**config.mk**
```make
export PLATFORM = sky130hd
export DESIGN_NAME = addr_swizzle_unit
export DESIGN_NICKNAME = d
export VERILOG_FILES = /design/src/rtl/swz_pkg.sv /design/src/rtl/swz_cfg_decode.sv /design/src/rtl/swz_bit6_core.sv /design/src/rtl/swz_out_stage.sv /design/src/rtl/addr_swizzle_unit.sv
export SDC_FILE = /design/constraint.sdc
export NUM_CORES = 1
export LEC_CHECK = 0
export BUFFER_PORTS_ARGS = -buffer_cell sky130_fd_sc_hd__clkbuf_2
export CAP_MARGIN = 0
export CORE_MARGIN = 4
export CORE_UTILIZATION = 37
export DETAILED_ROUTE_END_ITERATION = 12
export GPL_ROUTABILITY_DRIVEN = 0
export HOLD_SLACK_MARGIN = 0.03
export PLACE_DENSITY_LB_ADDON = 0.12
export RECOVER_POWER = 50
export SYNTH_ARGS = -nofsm -noshare
export SYNTH_HDL_FRONTEND = slang
export SYNTH_SLANG_ARGS = --single-unit
export TNS_END_PERCENT = 50
```
**constraint.sdc**
```tcl
create_clock -name clk -period 3.62 [get_ports clk]
set_clock_uncertainty 0.1 [all_clocks]
set_input_delay 0.362 -clock clk [delete_from_list [all_inputs] [get_ports clk]]
set_output_delay 0.362 -clock clk [all_outputs]
set_load 0.01 [all_outputs]
```
**src/rtl/swz_pkg.sv**
```systemverilog
package swz_pkg;

  typedef enum logic [2:0] {
    SWZ_NONE    = 3'd0,
    SWZ_BASE    = 3'd1,
    SWZ_B11     = 3'd2,
    SWZ_B17     = 3'd3,
    SWZ_UNKNOWN = 3'd7
  } swz_mode_e;

  typedef enum logic [1:0] {
    TILE_LINEAR = 2'd0,
    TILE_X      = 2'd1,
    TILE_Y      = 2'd2,
    TILE_RSVD   = 2'd3
  } tile_e;

  typedef enum logic [1:0] {
    CHAN_SINGLE = 2'd0,
    CHAN_ASYM   = 2'd1,
    CHAN_ILV    = 2'd2,
    CHAN_RSVD   = 2'd3
  } chan_e;

  // address bit positions involved in the swizzle
  localparam int unsigned TGT_BIT = 6;
  localparam int unsigned TAP_A   = 9;
  localparam int unsigned TAP_B   = 10;
  localparam int unsigned TAP_C   = 11;
  localparam int unsigned TAP_D   = 17;

  // configuration word field positions
  localparam int unsigned CFG_CHAN_LO = 0;
  localparam int unsigned CFG_XOR_OFF = 2;
  localparam int unsigned CFG_XOR_B17 = 3;

endpackage

```
**src/rtl/swz_cfg_decode.sv**
```systemverilog
module swz_cfg_decode
  import swz_pkg::*;
#(
  parameter int unsigned CFG_W = 32
) (
  input  logic [CFG_W-1:0] cfg_word,
  output swz_mode_e        mode,
  output logic             unknown
);

  chan_e chan;
  logic  all_ones;

  assign chan     = chan_e'(cfg_word[CFG_CHAN_LO +: 2]);
  assign all_ones = &cfg_word;

  always_comb begin
    mode = SWZ_NONE;
    unique case (chan)
      CHAN_SINGLE, CHAN_ASYM: mode = SWZ_NONE;
      CHAN_ILV: begin
        if (cfg_word[CFG_XOR_OFF])      mode = SWZ_BASE;
        else if (cfg_word[CFG_XOR_B17]) mode = SWZ_B17;
        else                            mode = SWZ_B11;
      end
      CHAN_RSVD: mode = SWZ_UNKNOWN;
    endcase
    if (all_ones) mode = SWZ_UNKNOWN;
  end

  assign unknown = (mode == SWZ_UNKNOWN);

endmodule

```
**src/rtl/swz_bit6_core.sv**
```systemverilog
module swz_bit6_core
  import swz_pkg::*;
#(
  parameter int unsigned ADDR_W = 40
) (
  input  logic [ADDR_W-1:0] addr_i,
  input  tile_e             tile,
  input  swz_mode_e         mode,
  input  logic              reloc,
  input  logic              saved_b17,
  output logic [ADDR_W-1:0] addr_o
);

  localparam int unsigned NTAP = 4;

  // tap order: bit 9, bit 10, bit 11, bit 17
  logic [NTAP-1:0] tap_val;
  logic [NTAP-1:0] tap_sel;
  logic            swz_flip;
  logic            rel_flip;

  assign tap_val = {addr_i[TAP_D], addr_i[TAP_C], addr_i[TAP_B], addr_i[TAP_A]};

  always_comb begin
    logic [NTAP-1:0] extra;
    extra   = '0;
    tap_sel = '0;
    unique case (mode)
      SWZ_B11: extra = 4'b0100;
      SWZ_B17: extra = 4'b1000;
      default: extra = 4'b0000;
    endcase
    if (mode == SWZ_BASE || mode == SWZ_B11 || mode == SWZ_B17) begin
      unique case (tile)
        TILE_X:  tap_sel = 4'b0011 | extra;
        TILE_Y:  tap_sel = 4'b0001 | extra;
        default: tap_sel = '0;
      endcase
    end
  end

  assign swz_flip = ^(tap_val & tap_sel);
  assign rel_flip = reloc & (saved_b17 ^ addr_i[TAP_D]);

  always_comb begin
    addr_o          = addr_i;
    addr_o[TGT_BIT] = addr_i[TGT_BIT] ^ swz_flip ^ rel_flip;
  end

endmodule

```
**src/rtl/swz_out_stage.sv**
```systemverilog
module swz_out_stage #(
  parameter int unsigned W    = 40,
  parameter bit          PIPE = 1'b1
) (
  input  logic         clk,
  input  logic         rst_n,
  input  logic         in_valid,
  output logic         in_ready,
  input  logic [W-1:0] in_data,
  output logic         out_valid,
  input  logic         out_ready,
  output logic [W-1:0] out_data
);

  generate
    if (PIPE) begin : g_reg
      logic         v_q;
      logic [W-1:0] d_q;

      assign in_ready  = !v_q || out_ready;
      assign out_valid = v_q;
      assign out_data  = d_q;

      always_ff @(posedge clk) begin
        if (!rst_n) begin
          v_q <= 1'b0;
          d_q <= '0;
        end else if (in_ready) begin
          v_q <= in_valid;
          if (in_valid) d_q <= in_data;
        end
      end

      p_hold_r9: assert property (@(posedge clk) disable iff (!rst_n)
        (out_valid && !out_ready) |=> (out_valid && $stable(out_data)));

      p_load_r9: assert property (@(posedge clk) disable iff (!rst_n)
        (in_valid && in_ready) |=> (out_valid && out_data == $past(in_data)));

      p_drain_r9: assert property (@(posedge clk) disable iff (!rst_n)
        (!in_valid && out_ready) |=> !out_valid);
    end else begin : g_comb
      assign in_ready  = out_ready;
      assign out_valid = in_valid;
      assign out_data  = in_data;
    end
  endgenerate

endmodule

```
**src/rtl/addr_swizzle_unit.sv**
```systemverilog
module addr_swizzle_unit
  import swz_pkg::*;
#(
  parameter int unsigned ADDR_W = 40,
  parameter int unsigned CFG_W  = 32,
  parameter bit          PIPE   = 1'b1
) (
  input  logic              clk,
  input  logic              rst_n,
  input  logic [CFG_W-1:0]  cfg_word,
  output logic [2:0]        mode_code,
  output logic              cfg_unknown,
  input  logic              in_valid,
  output logic              in_ready,
  input  logic [ADDR_W-1:0] in_addr,
  input  logic [1:0]        in_tile,
  input  logic              in_reloc,
  input  logic              in_saved_b17,
  output logic              out_valid,
  input  logic              out_ready,
  output logic [ADDR_W-1:0] out_addr
);

  localparam logic [ADDR_W-1:0] KEEP_MASK = ~(ADDR_W'(1) << TGT_BIT);

  swz_mode_e         mode;
  logic              unknown;
  logic [ADDR_W-1:0] swz_addr;

  swz_cfg_decode #(.CFG_W(CFG_W)) u_dec (
    .cfg_word (cfg_word),
    .mode     (mode),
    .unknown  (unknown)
  );

  swz_bit6_core #(.ADDR_W(ADDR_W)) u_core (
    .addr_i    (in_addr),
    .tile      (tile_e'(in_tile)),
    .mode      (mode),
    .reloc     (in_reloc),
    .saved_b17 (in_saved_b17),
    .addr_o    (swz_addr)
  );

  swz_out_stage #(.W(ADDR_W), .PIPE(PIPE)) u_out (
    .clk       (clk),
    .rst_n     (rst_n),
    .in_valid  (in_valid),
    .in_ready  (in_ready),
    .in_data   (swz_addr),
    .out_valid (out_valid),
    .out_ready (out_ready),
    .out_data  (out_addr)
  );

  assign mode_code   = mode;
  assign cfg_unknown = unknown;

  p_only_bit6_r8: assert property (@(posedge clk) disable iff (!rst_n)
    in_valid |-> (((swz_addr ^ in_addr) & KEEP_MASK) == '0));

  p_untiled_r1: assert property (@(posedge clk) disable iff (!rst_n)
    (in_valid && !in_reloc && (in_tile == 2'd0 || in_tile == 2'd3)) |-> (swz_addr == in_addr));

  p_unknown_none_r6: assert property (@(posedge clk) disable iff (!rst_n)
    (in_valid && !in_reloc && cfg_unknown) |-> (swz_addr == in_addr && mode_code == 3'd7));

  p_none_r1: assert property (@(posedge clk) disable iff (!rst_n)
    (in_valid && !in_reloc && mode_code == 3'd0) |-> (swz_addr == in_addr));

endmodule

```
# [Word-level counts from Yosys, hierarchy flattened]
# Index checks and enable logic that the tools add are counted.
[totals] reg_bits=41 output_inout_bits=46 inputBits=80
[op_classes] eq_ne=9 reduce_logical=9 bitwise_logic=5 mux=7
[ops] operator="32-bit AND reduction" n=1
[ops] operator="4-bit one-hot mux with 2 select lines" n=2
[ops] operator="3-bit one-hot mux with 3 select lines" n=1
[ops] operator="2-bit == test, second input constant" n=3
[ops] operator="3-bit by 2-bit == test with 1-bit output, second input constant" n=2
[ops] operator="3-bit two-way mux" n=2
[ops] operator="4-bit AND" n=1
[ops] operator="2-bit by 1-bit == test with 1-bit output, second input constant" n=2
[ops] operator="4-bit two-way mux" n=1
[ops] operator="4-bit parity" n=1
[ops] operator="3-bit by 1-bit == test with 1-bit output, second input constant" n=1
[ops] operator="3-bit == test, second input constant" n=1
[ops] operator="1-bit logical OR" n=3
[ops] operator="1-bit XOR" n=3
[ops] operator="2-bit logical NOT" n=1
[ops] operator="2-bit AND reduction" n=1
[ops] operator="2-bit OR reduction" n=1
[ops] operator="1-bit AND" n=1
[ops] operator="1-bit logical NOT" n=1
[ops] operator="1-bit two-way mux" n=1

# [Depth between registers and ports, before layout]
[depth] depth_word=12 depth_mapped=7 mapped_depth_nobuf=7

# [Modules after synthesis]
# A second synthesis with hierarchy kept.
[unflattened] hier_cells=241 area_unflattened_um2=2164.6
[modules_own_cells] mod="swz_out_stage" cells_per_inst=179 seq_area_each_um2=820.8 n_inst=1 area_each_um2=1682.9
[modules_own_cells] mod="swz_bit6_core" cells_per_inst=57 seq_area_each_um2=0.0 n_inst=1 area_each_um2=447.9
[modules_own_cells] mod="swz_cfg_decode" cells_per_inst=5 seq_area_each_um2=0.0 n_inst=1 area_each_um2=33.8

# [Worst setup path before layout]
# OpenSTA, ideal clock, no wires.
[synth_timing] path_type="input port to flip-flop" start="in in_tile[0]" end="reg u_out.g_reg.d_q[6], in the netlist u_out.out_data[6]" path_slack_ns=1.761 path_buffers=0 path_stages=6 arrival_time_ns=1.636 setup_ns=0.123 cell_sequence="inv_1 > ha_1 > nor3b_1 > or4b_4 > a211oi_2 > nor3b_2"
[synth_between] elab_chain_cells=7 elab_cells_between_ends=8 classes_between="eq/ne (2); mux (2); bitwise (3); reduce/logical (1)"
[synth_rtl] element="start: declaration" line="addr_swizzle_unit.sv:16" text="input logic [1:0] in_tile,"
[synth_rtl] element="2-bit == test or 2-bit by 1-bit == test with 1-bit output (tied branches)" line="swz_bit6_core.sv:34" text="unique case (tile)"
[synth_rtl] element="4-bit one-hot mux with 2 select lines *" line="swz_bit6_core.sv:34"
[synth_rtl] element="4-bit two-way mux *" line="swz_bit6_core.sv:33" text="if (mode == SWZ_BASE || mode == SWZ_B11 || mode == SWZ_B17) begin"
[synth_rtl] element="4-bit AND *" line="swz_bit6_core.sv:42" text="assign swz_flip = ^(tap_val & tap_sel);"
[synth_rtl] element="4-bit parity *" line="swz_bit6_core.sv:42"
[synth_rtl] element="1-bit XOR * (2 in series)" line="swz_bit6_core.sv:47" text="addr_o[TGT_BIT] = addr_i[TGT_BIT] ^ swz_flip ^ rel_flip;"
[synth_rtl] element="end signal: assignment" line="swz_out_stage.sv:30" text="if (in_valid) d_q <= in_data;"
[synth_rtl] element="end: declaration" line="swz_out_stage.sv:18" text="logic [W-1:0] d_q;"
# Mark *: on every way between the ends. The rest lies on a longest branch, timed or not.
# A chain may end at the register's enable or synchronous reset.

# [Worst setup path in the final report]
[layout_timing] start="reg u_out.g_reg.v_q, in the netlist u_out.out_valid" end="reg u_out.g_reg.d_q[27], in the netlist u_out.out_data[27]"
[layout_between] elab_chain_cells=3
[layout_rtl] element="start: declaration" line="swz_out_stage.sv:17" text="logic v_q;"
[layout_rtl] element="start signal: assignment" line="swz_out_stage.sv:29" text="v_q <= in_valid;"
[layout_rtl] element="1-bit logical NOT" line="swz_out_stage.sv:20" text="assign in_ready = !v_q || out_ready;"
[layout_rtl] element="1-bit logical OR" line="swz_out_stage.sv:20"
[layout_rtl] element="2-bit AND reduction (no source line)"
# Every way passes these cells.

==> results.md <==
- Multiplexer share of the synthesized area: 0.00588
- CTS sink count: 41
- Reg clk slew, reported paths: ~80 ps
- Worst VDD drop: around 0.17 mV
- Effective utilization at floorplan: 0.385
- Setup crit start kind: flop
- DIE HEIGHT: ~76 um
- M3 GR Usage: 0.0475
- Synth Area in XOR/XNOR: 0.0199
- Fin util: 0.508
- # Post-CTS Setup Buffers: 0
- Ant. Diodes: 0
- Seq/Total Area, Yosys: 0.482
- Share of total power in combinational logic: 0.162
- Most frequent cells in the layout: nand2_1 (80), clkbuf_2 (55), clkbuf_1 (43)
- Fmax: 0.537 GHz
- Crit-path max cell delay: roughly 670 ps
- Final Setup Violations: 0
- CTS max path bufs: 2
- Relative slew slack: 0.0273
- Seq. cell area: ~820 um2
- Sw Share: 0.266
- Post-Synth Adder-Cell Area: 0.0221
- Avg Inst Size Synth: approximately 8.5 um2
- Layout Cell Area excl Fill: about 2200 um2
- Antenna violations before repair: 0
- Top Ports: between 100 and 150
- Synthesis Warnings: 0
- Routed wire length: around 4.2 mm
- Htree depth: 2
- Root buffer cell: clkbuf_8
- Met2 usage in global routing: 0.258
- Synthesized area: roughly 1700 um2
- DRC viols: 0
- First-pass GRT wire length: 6.54 mm
- GR Layer Usage met1: 0.170
- Buf+Inv Stages, Crit Path: 1
- RSZ-0062 raised after global routing: false
- Antenna Nets Post-Route: 0
- Drt pass-1 iters: 4
- Hold Violations, Final: 0
- Die X: approximately 76 um
- Placed cell areas: around 2200 um2
- GR peak layer: met2
- Status: completed
- Final Slew Violations: 0
- Synth cell types: 23
- Min-Delay Path Class: in2reg
- Area taken by multi-input logic gates: between 800 and 900 um2
- Drt first-iter violations: 50
- Vias per Instance: about 4.5
- Most common cell on crit path: nand2_1
- Synthesis-to-layout area growth: 31.7%
- Net Count, Synth: between 200 and 300
- Post-synthesis compound-gate area fraction: 0.210
- Fillers: approximately 500
- Clk_lat worst skew: about 280 ps
- Clk pwr share: 0.306
- Max FO, Critical Path: 24
- Vias in the first global route: about 1500
- Worst Path Required: ~3700 ps
- Largest family of logic cells by synthesized area: simple AND/OR/NAND/NOR gates
- Total power: about 0.92 mW
- Total track usage: 0.148
- Die area: 5750 um2
- Core Region: between 4000 and 5000 um2
- Post-CTS Resized: 0
- Cts hold-fix bufs: 0
- Detailed placer's ending HPWL: 3.06 mm
- Pleak: about 1 nW
- CTS tree: done
- Period utilization: 0.515
- Worst-Margin Slew: about 1500 ps
- Crit-path cells: nand2b_1 -> nand2_1 -> buf_4 -> nand2_1 -> a21boi_1
- Largest net degree at the start of global routing: 42
- Minimum clock period: roughly 1900 ps
- Input/output buffers: 97
- Max stage delay cell, worst path: nand2_1
- Critical path endpoint category: flop
- Critical path class: reg2reg
- Row count: 24
- Switching power: 0.245 mW
- CP top delay family: simple AND/OR/NAND/NOR gates
- Post-Route Setup TNS: 0 ps
- WL/cell: between 10 and 15 um
- Total grt overflow: 0
- Sequential Power Share: 0.532
- MaxCap Viol Count: 0
- Share of layout cells above drive strength 1: 0.238
- Simple-gate share of the synthesized area: 0.216
- Critical path arrival: 1970 ps
- Mapped Cells: about 200
- DR vias: 1568
- NumNets Final: 376
- Most common cell after layout, fill and taps aside: nand2_1
- Number of buffers created by CTS: 5
- Yosys reg bits: between 40 and 50
- Power Density: 411 nW/um2
- Pint: 0.677 mW
## state kept, by name, summed over array words and instances (netlist names)
register / cells
u_out.out_data: 40
u_out.out_valid: 1
## power by group through the flow
stage	registers, mW	logic, mW	clock network (mW)
2_1_floorplan	0.514	0.0712	0
6_report	0.491	0.149	0.282
3_5_place_dp	0.501	0.159	0
5_1_grt	0.494	0.169	0.319
3_3_place_gp	0.501	0.158	0
4_1_cts	0.491	0.159	0.298
## routing by layer
| metal | wire [um] | part of all wire | vias up |
|---|---|---|---|
| met5 | 0 | 0 | - |
| met2 | 1950 | 0.46 | 56 |
| met3 | 394 | 0.093 | 4 |
| met4 | 42 | 0.010 | 0 |
| met1 | 1830 | 0.43 | 681 |
| li1 | - | - | 827 |
## tightest hold or removal path, stage by stage
cell and delay (ps):
clkbuf_2 80, nand2_1 40, a21boi_1 50
## synthesized netlist by cell type, drive strengths merged
master	number	area, um2
inv	5	18.8
nand4b	1	8.76
o211ai	1	7.51
xnor2	1	16.3
clkbuf	13	48.8
mux2i	1	10.0
xor2	2	17.5
o21ai	1	5.00
dfxtp	41	821
a211oi	1	12.5
nand4	1	6.26
a21boi	41	308
nor3b	2	20.0
buf	1	7.51
o31ai	1	12.5
o21bai	1	11.3
ha	3	37.5
or4b	1	13.8
and2	2	12.5
nand2	80	300
nand2b	1	6.26
## cell type report
type,count,share of cell area
Clock buffer,6,0.0324
Clock inverter,2,0.00447
Inverter,5,0.00838
Multi-Input combinational cell,141,0.360
Sequential cell,41,0.366
Tap cell,52,0.0290
Timing Repair Buffer,99,0.200
## cells by family after synthesis
family,count (synthesis)
fa+ha+maj,3
compound gates,46
flops,41
simple gates,88
mux,1
buf+inv,19
xor+xnor,3
## metrics by stage
stage	hold slack (ps)	setup WS, ps	instances
2_1_floorplan	379	1760	201
3_3_place_gp	340	1550	338
3_5_place_dp	345	1540	338
4_1_cts	178	1720	346
5_1_grt	179	1550	346
6_report	189	1760	346
## path summary, 6_finish.rpt
path / from / slack [ps] / depth (start not counted) / to
worst min-delay path: in_addr[12] / 190 / 3 / u_out.out_data[12]$_SDFFE_PN0P_
worst min register to register: u_out.out_data[14]$_SDFFE_PN0P_ / 350 / 2 / u_out.out_data[14]$_SDFFE_PN0P_
worst max-delay path: u_out.out_valid$_SDFFE_PN0N_ / 1760 / 5 / u_out.out_data[27]$_SDFFE_PN0P_
worst max register to register: u_out.out_valid$_SDFFE_PN0N_ / 1760 / 5 / u_out.out_data[27]$_SDFFE_PN0P_
(Power assumes the default switching activity.)
